<file path="config.mk">
export PLATFORM = sky130hd
export DESIGN_NAME = doorbell_hub
export DESIGN_NICKNAME = d
export VERILOG_FILES = /design/src/rtl/doorbell_pkg.sv /design/src/rtl/doorbell_ctrl.sv /design/src/rtl/doorbell_state.sv /design/src/rtl/doorbell_hub.sv
export SDC_FILE = /design/constraint.sdc
export NUM_CORES = 1
export LEC_CHECK = 0
export BUFFER_PORTS_ARGS = -buffer_cell sky130_fd_sc_hd__clkbuf_2
export CAP_MARGIN = 0
export CORE_AREA = 4 4 84 86
export DETAILED_ROUTE_END_ITERATION = 6
export DIE_AREA = 0 0 88 90
export PLACE_DENSITY = 0.58
export SLEW_MARGIN = 20
export SYNTH_ARGS = -nofsm -noshare
export SYNTH_HDL_FRONTEND = slang
export SYNTH_SLANG_ARGS = --single-unit
</file>
<file path="constraint.sdc">
create_clock -name clk -period 0.8 [get_ports clk]
set_input_delay 0.12 -clock clk [delete_from_list [all_inputs] [get_ports clk]]
set_output_delay 0.12 -clock clk [all_outputs]
set_load 0.05 [all_outputs]
</file>
<file path="src/rtl/doorbell_pkg.sv">
package doorbell_pkg;

  typedef enum logic [1:0] {
    CMD_SEND_HV   = 2'b00,
    CMD_CLR_HV    = 2'b01,
    CMD_SEND_PRIV = 2'b10,
    CMD_CLR_PRIV  = 2'b11
  } dbCmd_t;

  // strobes from the control decode to the flag datapath
  typedef struct packed {
    logic sendHv;
    logic sendPriv;
    logic clrHv;
    logic clrPriv;
    logic wrPriv;
    logic rdOk;
    logic fault;
  } dbStrobe_t;

  function automatic int tidWidth(input int n);
    return (n > 1) ? $clog2(n) : 1;
  endfunction

endpackage

</file>
<file path="src/rtl/doorbell_ctrl.sv">
module doorbell_ctrl
  import doorbell_pkg::*;
#(
  parameter int NUM_THREADS = 4,
  parameter int OPER_W      = 64,
  parameter int TAG_W       = 8,
  parameter int TYPE_LSB    = 27,
  parameter int TYPE_W      = 5,
  parameter int MSG_TYPE    = 5
) (
  input  logic                               cmdValid,
  input  logic [1:0]                         cmdKind,
  input  logic                               cmdHv,
  input  logic [tidWidth(NUM_THREADS)-1:0]   cmdThread,
  input  logic [OPER_W-1:0]                  cmdOperand,
  input  logic                               regRead,
  input  logic                               regWrite,
  input  logic                               regHv,
  input  logic                               facEnable,
  output dbStrobe_t                          strobe,
  output logic [tidWidth(NUM_THREADS)-1:0]   sendTarget,
  output logic [tidWidth(NUM_THREADS)-1:0]   clrTarget
);

  localparam int TID_W = tidWidth(NUM_THREADS);

  logic [TYPE_W-1:0] msgType;
  logic [TAG_W-1:0]  tagField;
  logic              typeOk;
  logic              tagOk;
  logic              privCmd;
  logic              cmdAllowed;
  logic              cmdFire;
  logic              cmdFault;
  logic              rdFault;
  logic              wrFault;
  dbCmd_t            kind;

  assign kind     = dbCmd_t'(cmdKind);
  assign msgType  = cmdOperand[TYPE_LSB +: TYPE_W];
  assign tagField = cmdOperand[TAG_W-1:0];
  assign typeOk   = (msgType == TYPE_W'(MSG_TYPE));
  assign tagOk    = ({1'b0, tagField} < (TAG_W+1)'(NUM_THREADS));

  // privileged flavour needs hypervisor state or the facility enable
  assign privCmd    = (kind == CMD_SEND_PRIV) || (kind == CMD_CLR_PRIV);
  assign cmdAllowed = !privCmd || cmdHv || facEnable;
  assign cmdFire    = cmdValid && cmdAllowed && typeOk;

  assign cmdFault = cmdValid && privCmd && !cmdHv && !facEnable;
  assign rdFault  = regRead && !regHv && !facEnable;
  assign wrFault  = regWrite && !regHv;

  assign sendTarget = tagField[TID_W-1:0];
  assign clrTarget  = cmdThread;

  always_comb begin
    strobe          = '0;
    strobe.sendHv   = cmdFire && (kind == CMD_SEND_HV) && tagOk;
    strobe.sendPriv = cmdFire && (kind == CMD_SEND_PRIV) && tagOk;
    strobe.clrHv    = cmdFire && (kind == CMD_CLR_HV);
    strobe.clrPriv  = cmdFire && (kind == CMD_CLR_PRIV);
    strobe.wrPriv   = regWrite && regHv;
    strobe.rdOk     = regRead && (regHv || facEnable);
    strobe.fault    = cmdFault || rdFault || wrFault;
  end

endmodule

</file>
<file path="src/rtl/doorbell_state.sv">
module doorbell_state
  import doorbell_pkg::*;
#(
  parameter int NUM_THREADS = 4,
  parameter int OPER_W      = 64
) (
  input  logic                               clk,
  input  logic                               rstN,
  input  dbStrobe_t                          strobe,
  input  logic [tidWidth(NUM_THREADS)-1:0]   sendTarget,
  input  logic [tidWidth(NUM_THREADS)-1:0]   clrTarget,
  input  logic [NUM_THREADS-1:0]             wrBits,
  input  logic [NUM_THREADS-1:0]             takeHv,
  input  logic [NUM_THREADS-1:0]             takePriv,
  output logic [NUM_THREADS-1:0]             hvPend,
  output logic [NUM_THREADS-1:0]             privPend,
  output logic [OPER_W-1:0]                  rdData,
  output logic                               faultQ
);

  localparam int TID_W = tidWidth(NUM_THREADS);

  for (genvar t = 0; t < NUM_THREADS; t++) begin : g_thread
    logic hitSend;
    logic hitClr;
    logic setHv;
    logic clrHv;
    logic setPriv;
    logic clrPriv;

    assign hitSend = (sendTarget == TID_W'(t));
    assign hitClr  = (clrTarget == TID_W'(t));

    assign setHv   = strobe.sendHv && hitSend;
    assign clrHv   = (strobe.clrHv && hitClr) || takeHv[t];
    assign setPriv = (strobe.sendPriv && hitSend) || (strobe.wrPriv && wrBits[t]);
    assign clrPriv = (strobe.clrPriv && hitClr) || takePriv[t]
                   || (strobe.wrPriv && !wrBits[t]);

    // set terms are ORed after the clear mask so a send is never lost
    always_ff @(posedge clk or negedge rstN) begin
      if (!rstN) begin
        hvPend[t]   <= 1'b0;
        privPend[t] <= 1'b0;
      end else begin
        hvPend[t]   <= (hvPend[t] && !clrHv) || setHv;
        privPend[t] <= (privPend[t] && !clrPriv) || setPriv;
      end
    end
  end

  always_ff @(posedge clk or negedge rstN) begin
    if (!rstN) faultQ <= 1'b0;
    else       faultQ <= strobe.fault;
  end

  assign rdData = strobe.rdOk ? OPER_W'(privPend) : '0;

endmodule

</file>
<file path="src/rtl/doorbell_hub.sv">
module doorbell_hub
  import doorbell_pkg::*;
#(
  parameter int NUM_THREADS = 4,
  parameter int OPER_W      = 64,
  parameter int TAG_W       = 8,
  parameter int TYPE_LSB    = 27,
  parameter int TYPE_W      = 5,
  parameter int MSG_TYPE    = 5
) (
  input  logic                               clk,
  input  logic                               rstN,
  input  logic                               cmdValid,
  input  logic [1:0]                         cmdKind,
  input  logic                               cmdHv,
  input  logic [tidWidth(NUM_THREADS)-1:0]   cmdThread,
  input  logic [OPER_W-1:0]                  cmdOperand,
  input  logic                               regRead,
  input  logic                               regWrite,
  input  logic                               regHv,
  input  logic [OPER_W-1:0]                  regWdata,
  output logic [OPER_W-1:0]                  regRdata,
  input  logic                               facEnable,
  input  logic [NUM_THREADS-1:0]             takeHv,
  input  logic [NUM_THREADS-1:0]             takePriv,
  output logic [NUM_THREADS-1:0]             irqHv,
  output logic [NUM_THREADS-1:0]             irqPriv,
  output logic                               faultPulse
);

  localparam int TID_W = tidWidth(NUM_THREADS);

  dbStrobe_t        strobe;
  logic [TID_W-1:0] sendTarget;
  logic [TID_W-1:0] clrTarget;

  doorbell_ctrl #(
    .NUM_THREADS(NUM_THREADS), .OPER_W(OPER_W), .TAG_W(TAG_W),
    .TYPE_LSB(TYPE_LSB), .TYPE_W(TYPE_W), .MSG_TYPE(MSG_TYPE)
  ) u_ctrl (
    .cmdValid  (cmdValid),
    .cmdKind   (cmdKind),
    .cmdHv     (cmdHv),
    .cmdThread (cmdThread),
    .cmdOperand(cmdOperand),
    .regRead   (regRead),
    .regWrite  (regWrite),
    .regHv     (regHv),
    .facEnable (facEnable),
    .strobe    (strobe),
    .sendTarget(sendTarget),
    .clrTarget (clrTarget)
  );

  doorbell_state #(
    .NUM_THREADS(NUM_THREADS), .OPER_W(OPER_W)
  ) u_state (
    .clk       (clk),
    .rstN      (rstN),
    .strobe    (strobe),
    .sendTarget(sendTarget),
    .clrTarget (clrTarget),
    .wrBits    (regWdata[NUM_THREADS-1:0]),
    .takeHv    (takeHv),
    .takePriv  (takePriv),
    .hvPend    (irqHv),
    .privPend  (irqPriv),
    .rdData    (regRdata),
    .faultQ    (faultPulse)
  );

endmodule

</file>
==> results list, run 1 <==
- Delay-heaviest family, CP: flip-flops
- Die Area: 7920 um2
* Hold path startpoint: facEnable
- The analysis attributes to cell leakage a power of 0.856 nW.
- Post-synth top area share: 42.2%
- Root cell of the clock tree: sky130_fd_sc_hd__clkbuf_8
- Failing checks: negative setup slack
- In this run, placement finished with an instance count of 269.
- Fill cells in the final layout number 694.
- Prior to clock tree synthesis, the placed netlist has a worst setup slack of -0.496 ns.
* Number of detailed-routing iterations run before antenna repair: 4
- Number of placed I/O pins: 221
* Setup repair after global routing missed its margin: true
* Peak Freq: 0.910 GHz
- Routability congestion estimate: 0.840
* Critical-path cell list: and2_4 -> buf_8
- For this design, the slowest cell found on the critical path is sky130_fd_sc_hd__dfrtp_2.
- CTS tree: yes
- DRC marker count from the first detailed-route iteration: 43
* Setup Crit Path Kind: reg2out
- The worst register-to-register path has a setup slack of -0.16 ns.
- Together, buffers and inverters on the worst path number 1.
- Measured along the y axis, the die boundary spans 90 um.
- Global routing used 8.40% of the available tracks across all layers.
- Synthesis handed over a netlist of 133 instances.
- Global-route wire length before repair: 5080 um
* Number of buffers inserted during clock tree synthesis: 3
- Largest net degree at the start of global routing: 10
- Post-detailed-routing wire length: 3650 um
- Ratio of cells with drive above 1 in the final layout: 50.7%
- Largest fanout on the critical path: 3
* End-of-flow core utilization: 27.4%
- sky130_fd_sc_hd__buf_4 is the most common cell in the netlist.
* Outcome: complete, but fails checks
* Width of the die: 88 um
- The startpoint identified for the worst register-to-register timing path is u_state.privPend[3].
- The repair_antennas step left the layout with diodes totalling 0.
- VDD sags by at most 490 uV.
- Yosys reg bits: 9
- The initial antenna violation count is 0.
- For this run, design rule violations remaining after detail routing come to 0.
* Number of cell rows: 29
- Count of non-filler cells in the finished layout: 286
- In this run the worst setup path begins at u_state.privPend[2].
- Post-synthesis average cell area: 8.02 um2
* Maximum root-to-sink buffer count: 2
- Layout overhead on the synthesized area: 61.2%
- Total number of nets in the final design: 358
- The worst setup path is captured at an output port.
- After clock tree synthesis, the clock-pin slew on the worst setup and hold paths is 0.05 ns.
* Power density over cell area: 1320 nW/um2
- Post-DP HPWL: 2890 um
* Top area cells in the synthesized netlist: sky130_fd_sc_hd__buf_4 (42%), sky130_fd_sc_hd__dfrtp_1 (21%), sky130_fd_sc_hd__o21ai_0 (5.2%)
- Number of global-route vias before repair: 961
- Yosys top cell by area: sky130_fd_sc_hd__buf_4
- Clock sink count: 9
- Area after detailed placement: 1280 um2
- Yosys mapped a number of flops with a built-in enable equal to 0.
* Data required time of the worst path: 0.68 ns
- The cell area that synthesis handed to floorplanning was 1070 um2.
- Number of library cell types mapped by synthesis: 27
* Yosys warning total: 0
* Area of all placed cells without fillers: 1720 um2
* Overall via count from detail_route: 1,027
- Number of violations of the max-capacitance limit: 0
* Critical path launch point type: register
- Number of levels in the clock H-tree: 1
- Once the floorplan was initialized, standard cells occupied 17.0% of the core.
* Clock insertion delay at the later pin of the skew report: 0.24 ns
* Via density per instance: 3.59
- For this run the aggregate overflow at the end of global routing stands at 0.
- In the synthesized netlist the dominant register cell turns out to be sky130_fd_sc_hd__dfrtp_1.
* Skew final: 0 ns
- Setup violations remaining at the end of the flow were counted as 21.
- Buffers placed on the I/O ports in this run total 49.
* Leading post-synthesis cells by instance count: sky130_fd_sc_hd__buf_4 (60), sky130_fd_sc_hd__o21ai_0 (11), sky130_fd_sc_hd__dfrtp_1 (9)
- For this run, asynchronously set or reset flops after synthesis account for 100%.
* Final routed wire length divided by cell count: 12.8 um
- Once detail routing completed, the nets flagged for antenna violations numbered 0.
* Highest cell delay on the worst timing path: 0.43 ns
* Area of the core: 6280 um2
- Final Worst Setup Slack: -0.299 ns
- The count of final hold-check violations came to 0.
- Hold Crit Class: in2reg
* Data arrival time of the critical path: 0.98 ns
- Sequential elements use 21.1% of the synthesized area.
* Final number of max-transition violations: 0
- Final critical-path share of the clock period: 137%
* Time the final worst path needs with I/O delays and setup: 1.10 ns
==> metal layers <==
layer	GRT usage (%)	part of all wire, %	vias to the layer above
li1	-	-	487
met5	0	0	-
met1	11.1	39	461
met2	12.9	47	77
met3	2.83	13	2
met4	2.30	0.57	0
==> cell usage in the layout, fill, tap and decap left out, types with 2 or more instances in the layout <==
cell type and count:
sky130_fd_sc_hd__dfrtp_1 2, sky130_fd_sc_hd__nand2b_1 5, sky130_fd_sc_hd__nand2b_4 3, sky130_fd_sc_hd__clkbuf_2 34, sky130_fd_sc_hd__conb_1 60, sky130_fd_sc_hd__nor2_1 2
sky130_fd_sc_hd__and2_4 5, sky130_fd_sc_hd__buf_4 18, sky130_fd_sc_hd__clkbuf_8 3, sky130_fd_sc_hd__nand3_1 4, sky130_fd_sc_hd__nand4_1 2, sky130_fd_sc_hd__o21ai_2 6
sky130_fd_sc_hd__o21ai_1 8, sky130_fd_sc_hd__buf_8 11, sky130_fd_sc_hd__buf_6 9, sky130_fd_sc_hd__dfrtp_2 7, sky130_fd_sc_hd__o41ai_2 2, sky130_fd_sc_hd__nand2_1 3
sky130_fd_sc_hd__nor2b_1 4, sky130_fd_sc_hd__inv_1 2
==> stage by stage <==
step	total power [W]	TNS [ns]	hold WS (ns)
2_1_floorplan	0.00152	-2.19	-0.176
3_3_place_gp	0.00150	-4.78	-0.0124
3_5_place_dp	0.00150	-4.90	0.00230
4_1_cts	0.00219	-4.21	0.105
5_1_grt	0.00236	-4.99	0.147
6_report	0.00227	-4.09	0.121
==> path summary, 6_finish.rpt <==
kind                       cells past startpoint                  end
max reg2reg                                    5  u_state.privPend[3]
min                                            2       u_state.faultQ
min in group asynchronous                      2  u_state.privPend[0]
max                                            2          regRdata[2]
max in group asynchronous                      2    u_state.hvPend[3]
min reg2reg                                    3    u_state.hvPend[1]
==> sequential cells by signal (all words and copies together) (netlist names) <==
register	cells
u_state.faultQ	1
u_state.hvPend	4
u_state.privPend	4
==> power breakdown <==
part           total [W]  internal (W)  switching (W)
registers       0.000497      0.000477      0.0000201
clock network   0.000565      0.000350       0.000215
logic            0.00121      0.000298       0.000907
==> layout make-up <==
| cell class | instances | area [um2] | share of cell area, % |
|---|---|---|---|
| clock buffers | 4 | 45.0 | 2.62 |
| inverters | 2 | 7.51 | 0.436 |
| multi-input cells | 120 | 731 | 42.5 |
| flip-flops and latches | 9 | 234 | 13.6 |
| well taps | 77 | 96.3 | 5.60 |
| repair buffers | 74 | 607 | 35.3 |
==> kinds of logic (layout without fill, tap and decap cells) <==
| logic type | count (synthesis) | after routing | share of synthesized area [%] |
|---|---|---|---|
| other | 1 | 60 | 0.351 |
| AO/OA/AOI/OAI | 24 | 24 | 13.7 |
| flip-flops | 9 | 9 | 21.1 |
| AND/OR/NAND/NOR | 36 | 36 | 20.9 |
| buffers and inverters | 63 | 80 | 44.0 |
==> timing repair <==
item	4_1_cts	5_1_grt
hold buffers	1	0
pin swaps	9	9
setup buffers	10	2
gates resized for setup	42	31
endpoints found under the hold margin	9	0
setup endpoints to repair	21	21
Note: power is estimated with default switching activity, not from simulation.
==> run 2: changes to the inputs <==
--- a/config.mk
+++ b/config.mk
@@ -7,10 +7,10 @@
 export LEC_CHECK = 0
 export BUFFER_PORTS_ARGS = -buffer_cell sky130_fd_sc_hd__clkbuf_2
 export CAP_MARGIN = 0
-export CORE_AREA = 4 4 84 86
+export CORE_AREA = 2 2 87 89
 export DETAILED_ROUTE_END_ITERATION = 6
-export DIE_AREA = 0 0 88 90
-export PLACE_DENSITY = 0.58
+export DIE_AREA = 0 0 89 91
+export PLACE_DENSITY = 0.52
 export SLEW_MARGIN = 20
 export SYNTH_ARGS = -nofsm -noshare
 export SYNTH_HDL_FRONTEND = slang
==> run 2 against run 1 <==
Compared with the run above: the flow still finishes with violations (negative setup slack); routed wire length shrank 18%; worst setup slack gained 0.021 ns; sequential power shrank 0.8%; core utilization shrank 4.3 points; sequential share of layout area grew 0.57 points; global-route usage shrank 1.4 points; clock-buffer cell count is the same; hold slack gained 0.0036 ns; design area shrank 4.0%; clock power shrank 6.5%; sequential cell count is the same; total power shrank 5.4%; critical endpoint is now regRdata[0]; largest cell class unchanged.
==> results list, run 2 (same netlist as run 1, synthesis figures left out) <==
- Buf+Inv Stages, Crit Path: 1 (unchanged)
* Fraction of power spent switching nets: 49.5% (-0.91 points)
* Critical-path cell list: and2_4 -> clkbuf_16
- The worst setup path is of the reg2out kind.
- CTS tree: yes
- The vertical die dimension came to 91 um (+1.1%).
- The HPWL after detailed placement was 2480 um (-14%).
- Largest fanout on the critical path: 3 (unchanged)
* Global-route wire length before repair: 4280 um (-16%)
- Total GRT Usage: 6.97% (-1.4 points)
- Antenna violations before repair: 0 (unchanged)
* Data arrival time of the critical path: 0.96 ns (-0.02 ns)
* Hold Crit Class: in2reg
- The power per cell area is 1300 nW/um2 (-1.4%).
* Area of the core: 7140 um2 (+14%)
- The combinational cell fraction of total power came to 52.4% (-0.8 points).
- Highest cell delay on the worst timing path: 0.41 ns (-0.02 ns)
* Remaining antenna violation count after routing: 0 (unchanged)
* Clock insertion delay at the later pin of the skew report: 0.23 ns (about the same)
- Delay-heaviest family, CP: flip-flops
* Setup repair after global routing missed its margin: true
* Part of the power in registers: 23.0% (+1.1 points)
* Maximum vdd drop: 345 uV (-30%)
- Highest-delay cell along the critical path: sky130_fd_sc_hd__dfrtp_2
- Final Worst Setup Slack: -0.278 ns (+0.0209 ns)
- In the final layout, the registers with the most flip-flops are u_state.hvPend x4, u_state.privPend x4, u_state.faultQ x1.
* Total setup violations reported at the end of the flow: 21 (unchanged)
* Critical path launch point type: register
- The number of buffers inserted during clock tree synthesis was 3 (unchanged).
- The tree is rooted in a sky130_fd_sc_hd__clkbuf_8.
- Number of levels in the clock H-tree: 1 (unchanged)
* Number of cell rows: 31 (+6.9%)
* Outcome: complete, but fails checks
- Failing checks: negative setup slack
- The reported net switching power came to 0.00106 W (-7.1%).
* Number of fillers in the final layout: 796 (+15%)
- The placer congestion estimate is 0.841 (+0.13%).
- The DRC violation total after the first TritonRoute iteration was 33 (-23%).
- Drc violations: 0 (unchanged)
- Data required time of the worst path: 0.68 ns (about the same)
* Kind of end point of the critical path: output port
- The via count of the first global-routing pass is 920 (-4.3%).
- Overall via count from detail_route: 985 (-4.1%)
- The chip width is 89 um (+1.1%).
- The largest net degree at the start of global routing came to 10 (unchanged).
- Number of violations of the max-capacitance limit: 0 (unchanged)
* Via density per instance: 3.23 (-10%)
* Final number of max-transition violations: 0 (unchanged)
- The part of the cycle the worst path needs was 135% (-2.6 points).
- The maximum buffer depth of the clock tree came to 2 (unchanged).
- The peak clock frequency supported by timing was 0.928 GHz (+1.9%).
* Total number of nets in the final design: 355 (-0.84%)
- From synthesis to final layout, the design area changed by 54.7%.
- Static power due to leakage: 0.809 nW (-5.5%)
* Clock sink count: 9 (unchanged)
- The count of final hold-check violations was 0 (unchanged).
- The global-route congestion overflow total is 0 (unchanged).
* Die Area: 8100 um2 (+2.3%)
* Time the final worst path needs with I/O delays and setup: 1.08 ns (-0.0209 ns)
- The total design power is 0.00215 W (-5.4%).
* Number of placed I/O pins: 221 (unchanged)
- Number of detailed-routing iterations run before antenna repair: 4 (unchanged)
- The clock share of power is 24.6% (-0.3 points).
- The number of inserted diodes came to 0 (unchanged).
- Most frequent cells in the layout: sky130_fd_sc_hd__conb_1 (60), sky130_fd_sc_hd__clkbuf_2 (35), sky130_fd_sc_hd__buf_4 (21)
- Leaving out fill and tap cells, the most frequent cell in the layout is sky130_fd_sc_hd__conb_1.
* Ratio of cells with drive above 1 in the final layout: 48.1% (-2.7 points)
- Internal power: 0.00108 W (-3.6%)
* Starting density of the core: 15.0% (-2.0 points)
- Final routed wire length divided by cell count: 9.78 um (-23%)
- The clock transition at the registers of the reported paths came to 0.04 ns (about the same).
* Hold slack: 0.125 ns (+0.00365 ns)
- Port bufs: 49 (unchanged)
* Post-detailed-routing wire length: 2980 um (-18%)
- Skew final: 0 ns (unchanged)
-- run 2: changes by cell type in the layout (fill, tap and decap cells not counted), moves of 2 or more --
cell,before,now
sky130_fd_sc_hd__nand2b_1,5,8
sky130_fd_sc_hd__buf_4,18,21
sky130_fd_sc_hd__buf_8,11,9
sky130_fd_sc_hd__nand2b_4,3,0
sky130_fd_sc_hd__buf_6,9,3
-- run 2: power groups by stage --
stage	clock (W)	combinational [W]	sequential [W]
after floorplan	0	0.000964	0.000559
after global placement	0	0.00100	0.000496
final	0.000528	0.00112	0.000493
after detailed placement	0	0.00101	0.000496
after global routing	0.000576	0.00118	0.000495
after CTS	0.000552	0.00108	0.000491
-- run 2: repair_timing --
item,in CTS,in global routing
setup buffers,3,2
setup endpoints to repair,21,21
hold buffers,1,0
endpoints found under the hold margin,9,0
pin swaps,7,8
gates resized for setup,35,24
-- run 2: layout make-up --
class	count	area (um2)	share of cell area, %
Clock buffer	4	45.0	2.73
Inverter	2	7.51	0.455
Multi-Input combinational cell	120	679	41.1
Sequential cell	9	234	14.2
Tap cell	99	124	7.50
Timing Repair Buffer	71	562	34.0
-- run 2: per-layer routing --
metal	GRT usage [%]	wire length, um	vias up
met3	3.09	320	5
met1	6.50	1040	446
met2	12.6	1570	56
met4	3.36	54	0
met5	0	0	-
li1	-	-	478
-- run 2: path summary, 6_finish.rpt --
| path | endpoint | cells after the start | slack, ns | from |
|---|---|---|---|---|
| max | regRdata[0] | 2 | -0.28 | u_state.privPend[0] |
| max in group asynchronous | u_state.hvPend[3] | 2 | 0.28 | rstN |
| min in group asynchronous | u_state.hvPend[0] | 2 | 0.30 | rstN |
| min | u_state.faultQ | 2 | 0.12 | facEnable |
| min reg2reg | u_state.hvPend[0] | 2 | 0.60 | u_state.hvPend[0] |
| max reg2reg | u_state.privPend[0] | 4 | -0.06 | u_state.privPend[0] |
-- run 2: through the flow --
stage | setup WS (ns) | cell area (um2) | util [%] | setup TNS [ns] | cells
3_5_place_dp | -0.444 | 1340 | 18.8 | -4.11 | 295
6_report | -0.278 | 1650 | 23.1 | -3.47 | 305
5_1_grt | -0.300 | 1650 | 23.1 | -4.15 | 305
3_3_place_gp | -0.412 | 1340 | 18.8 | -4.00 | 295
2_1_floorplan | -0.334 | 1310 | - | -2.19 | 192
4_1_cts | -0.291 | 1580 | 22.2 | -3.61 | 303
==> run 3: changes to the inputs <==
==> constraint.sdc (replaced) <==
create_clock -name clk -period 0.85 [get_ports clk]
set_input_delay 0.1275 -clock clk [delete_from_list [all_inputs] [get_ports clk]]
set_output_delay 0.1275 -clock clk [all_outputs]
set_load 0.05 [all_outputs]
==> run 3 against run 2 <==
Compared with the run above: the flow still finishes with violations (negative setup slack); sequential share of layout area decreased by 0.14 points; first-iteration DRC count increased by 15%; design area increased by 0.99%; cell count unchanged; critical path depth unchanged; non-clock buffer count unchanged; die area unchanged; largest power group unchanged; highest routed layer unchanged.
==> results list, run 3 (same netlist as run 1, synthesis figures left out) <==
- End-of-flow core utilization: 23.4% (+0.23 points)
- Length of routed met2 wiring: 1530 um (-2.7%)
* Number of diodes: 0 (unchanged)
* Post-detailed-routing wire length: 2960 um (-0.97%)
- The slowest stage of the critical path belongs to the cell sky130_fd_sc_hd__dfrtp_2.
- Remaining antenna violation count after routing: 0 (unchanged)
- Maximum root-to-sink buffer count: 2 (unchanged)
- The final reports fail on negative setup slack.
- Number of cell rows: 31 (unchanged)
- Fin. Hold Viols: 0 (unchanged)
- Global-route wire length before repair: 4170 um (-2.6%)
* Time the final worst path needs with I/O delays and setup: 1.09 ns
- The worst path uses 128% of the clock period.
* Top Metal Used: met4
- Antenna violations before repair: 1 (+1)
- Kind of end point of the critical path: output port
- The sequential cell fraction of total power came to 22.8% (-0.2 points).
- The HPWL after detailed placement is 2470 um (-0.15%).
* Most common cell after layout, fill and taps aside: sky130_fd_sc_hd__conb_1
- The standby leakage power is 0.815 nW (+0.73%).
- The via-per-instance ratio came to 3.21 (-0.61%).
* Peak Freq: 0.920 GHz
* Layout overhead on the synthesized area: 56.3%
- The core footprint was 7140 um2 (unchanged).
- Largest net degree at the start of global routing: 10 (unchanged)
- Routed length on met1: 1020 um (-1.3%)
- The largest registers in the layout are u_state.hvPend x4, u_state.privPend x4, u_state.faultQ x1.
- Final routed wire length divided by cell count: 9.69 um (-0.97%)
- Detailed route wirelength on metal3: 372 um (+16%)
* Number of global-route vias before repair: 910 (-1.1%)
- Die Area: 8100 um2 (unchanged)
* Total GRT Usage: 6.69% (-0.28 points)
* Port bufs: 49 (unchanged)
- Setup repair after global routing could not meet its margin everywhere.
* DRC marker count from the first detailed-route iteration: 38 (+15%)
* Starting density of the core: 15.0% (unchanged)
- The maximum level of the CTS H-tree came to 1 (unchanged).
* Relative contribution of the clock network to total power: 24.8% (+0.2 points)
- The clock transition at the registers of the reported paths is 0.05 ns (about the same).
- The first-pass iteration count of the detailed router was 4 (unchanged).
- The combinational cell fraction of total power is 52.4% (about the same).
- Area occupied by registers: 234 um2 (unchanged)
- The number of ports placed on the die boundary was 221 (unchanged).
- The flow ran to the end, but the final reports show violations.
- In this run the clock root is driven by a sky130_fd_sc_hd__clkbuf_8.
- Leaving out fill and tap cells, the most frequent cells in the layout are sky130_fd_sc_hd__conb_1 (60), sky130_fd_sc_hd__clkbuf_2 (35), sky130_fd_sc_hd__buf_4 (20).
- The worst-case setup slack after placement came to -0.392 ns (+0.0520 ns).
* Fraction of power spent switching nets: 49.8% (+0.31 points)
* Number of buffers inserted during clock tree synthesis: 3 (unchanged)
- Area of all placed cells without fillers: 1670 um2 (+0.99%)
- The area of the multi-input gates is 692 um2 (+1.8%).
- The final worst clock skew was 0 ns (unchanged).
- Data arrival time of the critical path: 0.96 ns (about the same)
- Total setup violations reported at the end of the flow: 21 (unchanged)
- Routability congestion estimate: 0.806 (-4.2%)
* Largest fanout on the critical path: 3 (unchanged)
* Power density over cell area: 1220 nW/um2 (-6.1%)
- Gr ovfl total: 0 (unchanged)
- The critical path required time is 0.72 ns (+0.04 ns).
- Drc violations: 0 (unchanged)
- STA classifies the critical path startpoint as a register.
- Number of fillers in the final layout: 797 (+0.13%)
- The maximum single-stage delay on the critical path was 0.42 ns (about the same).
- TritonCTS built the clock tree.
- Hold Crit Class: in2reg
- The critical path in this run is classified as reg2out.
- Final Worst Setup Slack: -0.237 ns (+0.0403 ns)
- The total design power is 0.00203 W (-5.2%).
- Critical-path cell list: and2_4 -> clkbuf_16
- Clock insertion delay at the later pin of the skew report: 0.24 ns (about the same)
* Area after detailed placement: 1340 um2 (unchanged)
- The total number of nets in the final design is 355 (unchanged).
* Die height: 91 um (unchanged)
- The reported net switching power was 0.00101 W (-4.6%).
- The routed via count was 979 (-0.61%).
- The layout cell share with drive strength beyond 1 came to 50.0% (+1.9 points).
* Maximum vdd drop: 408 uV (+18%)
- Final number of max-transition violations: 0 (unchanged)
* Hold slack: 0.125 ns (+0.000529 ns)
- The chip width was 89 um (unchanged).
- The internal portion of total power was 0.00102 W (-5.8%).
- Number of violations of the max-capacitance limit: 0 (unchanged)
* Clock sink count: 9 (unchanged)
[run 3: cell counts in the layout (fill, tap and decap cells not counted)]
No cell type changed its count.
[run 3: what timing repair did]
action | 4_1_cts | 5_1_grt
hold buffers | 1 | 0
pin swaps | 8 | 3
setup buffers | 4 | 1
endpoints found under the hold margin | 9 | 0
setup endpoints to repair | 21 | 21
gates resized for setup | 35 | 28
[run 3: path summary, 6_finish.rpt]
| path | startpoint | to | slack, ns | depth (start not counted) |
|---|---|---|---|---|
| setup reg to reg | u_state.privPend[2] | u_state.privPend[2] | -0.05 | 4 |
| hold / removal | facEnable | u_state.faultQ | 0.13 | 2 |
| max in group asynchronous | rstN | u_state.privPend[1] | 0.32 | 2 |
| min in group asynchronous | rstN | u_state.hvPend[0] | 0.31 | 2 |
| setup / recovery | u_state.privPend[0] | regRdata[0] | -0.24 | 2 |
| hold reg to reg | u_state.privPend[3] | u_state.privPend[3] | 0.68 | 4 |
[run 3: cell type report]
cell class                 instances  area share, %
clock buffer                       4           2.70
multi-input combinational        120           41.5
sequential                         9           14.0
inverter                           2          0.450
timing repair buffer              71           33.9
tap                               99           7.43
[run 3: metrics by stage]
| step | TNS (ns) | std cells |
|---|---|---|
| 2_1_floorplan | -1.68 | 192 |
| 3_3_place_gp | -3.50 | 295 |
| 3_5_place_dp | -3.59 | 295 |
| 4_1_cts | -2.68 | 304 |
| 5_1_grt | -3.25 | 305 |
| 6_report | -2.52 | 305 |
[run 3: power by group through the flow]
| stage | registers [W] | logic [W] | clock network (W) |
|---|---|---|---|
| 2_1_floorplan | 0.000526 | 0.000907 | 0 |
| 3_3_place_gp | 0.000467 | 0.000946 | 0 |
| 3_5_place_dp | 0.000468 | 0.000948 | 0 |
| 4_1_cts | 0.000462 | 0.00102 | 0.000520 |
| 5_1_grt | 0.000467 | 0.00112 | 0.000543 |
| 6_report | 0.000464 | 0.00107 | 0.000505 |
[run 3: metal layers]
layer  up-vias  track usage [%]
met4         0             1.87
met5         -                0
met3         3             3.27
met1       439             6.66
li1        480                -
met2        57             12.1
[run 3: critical path, delay by kind of cell (launching register included)]
family | cells | cell delay (ns)
flops | 1 | 0.42
buf+inv | 1 | 0.16
simple gates | 1 | 0.15
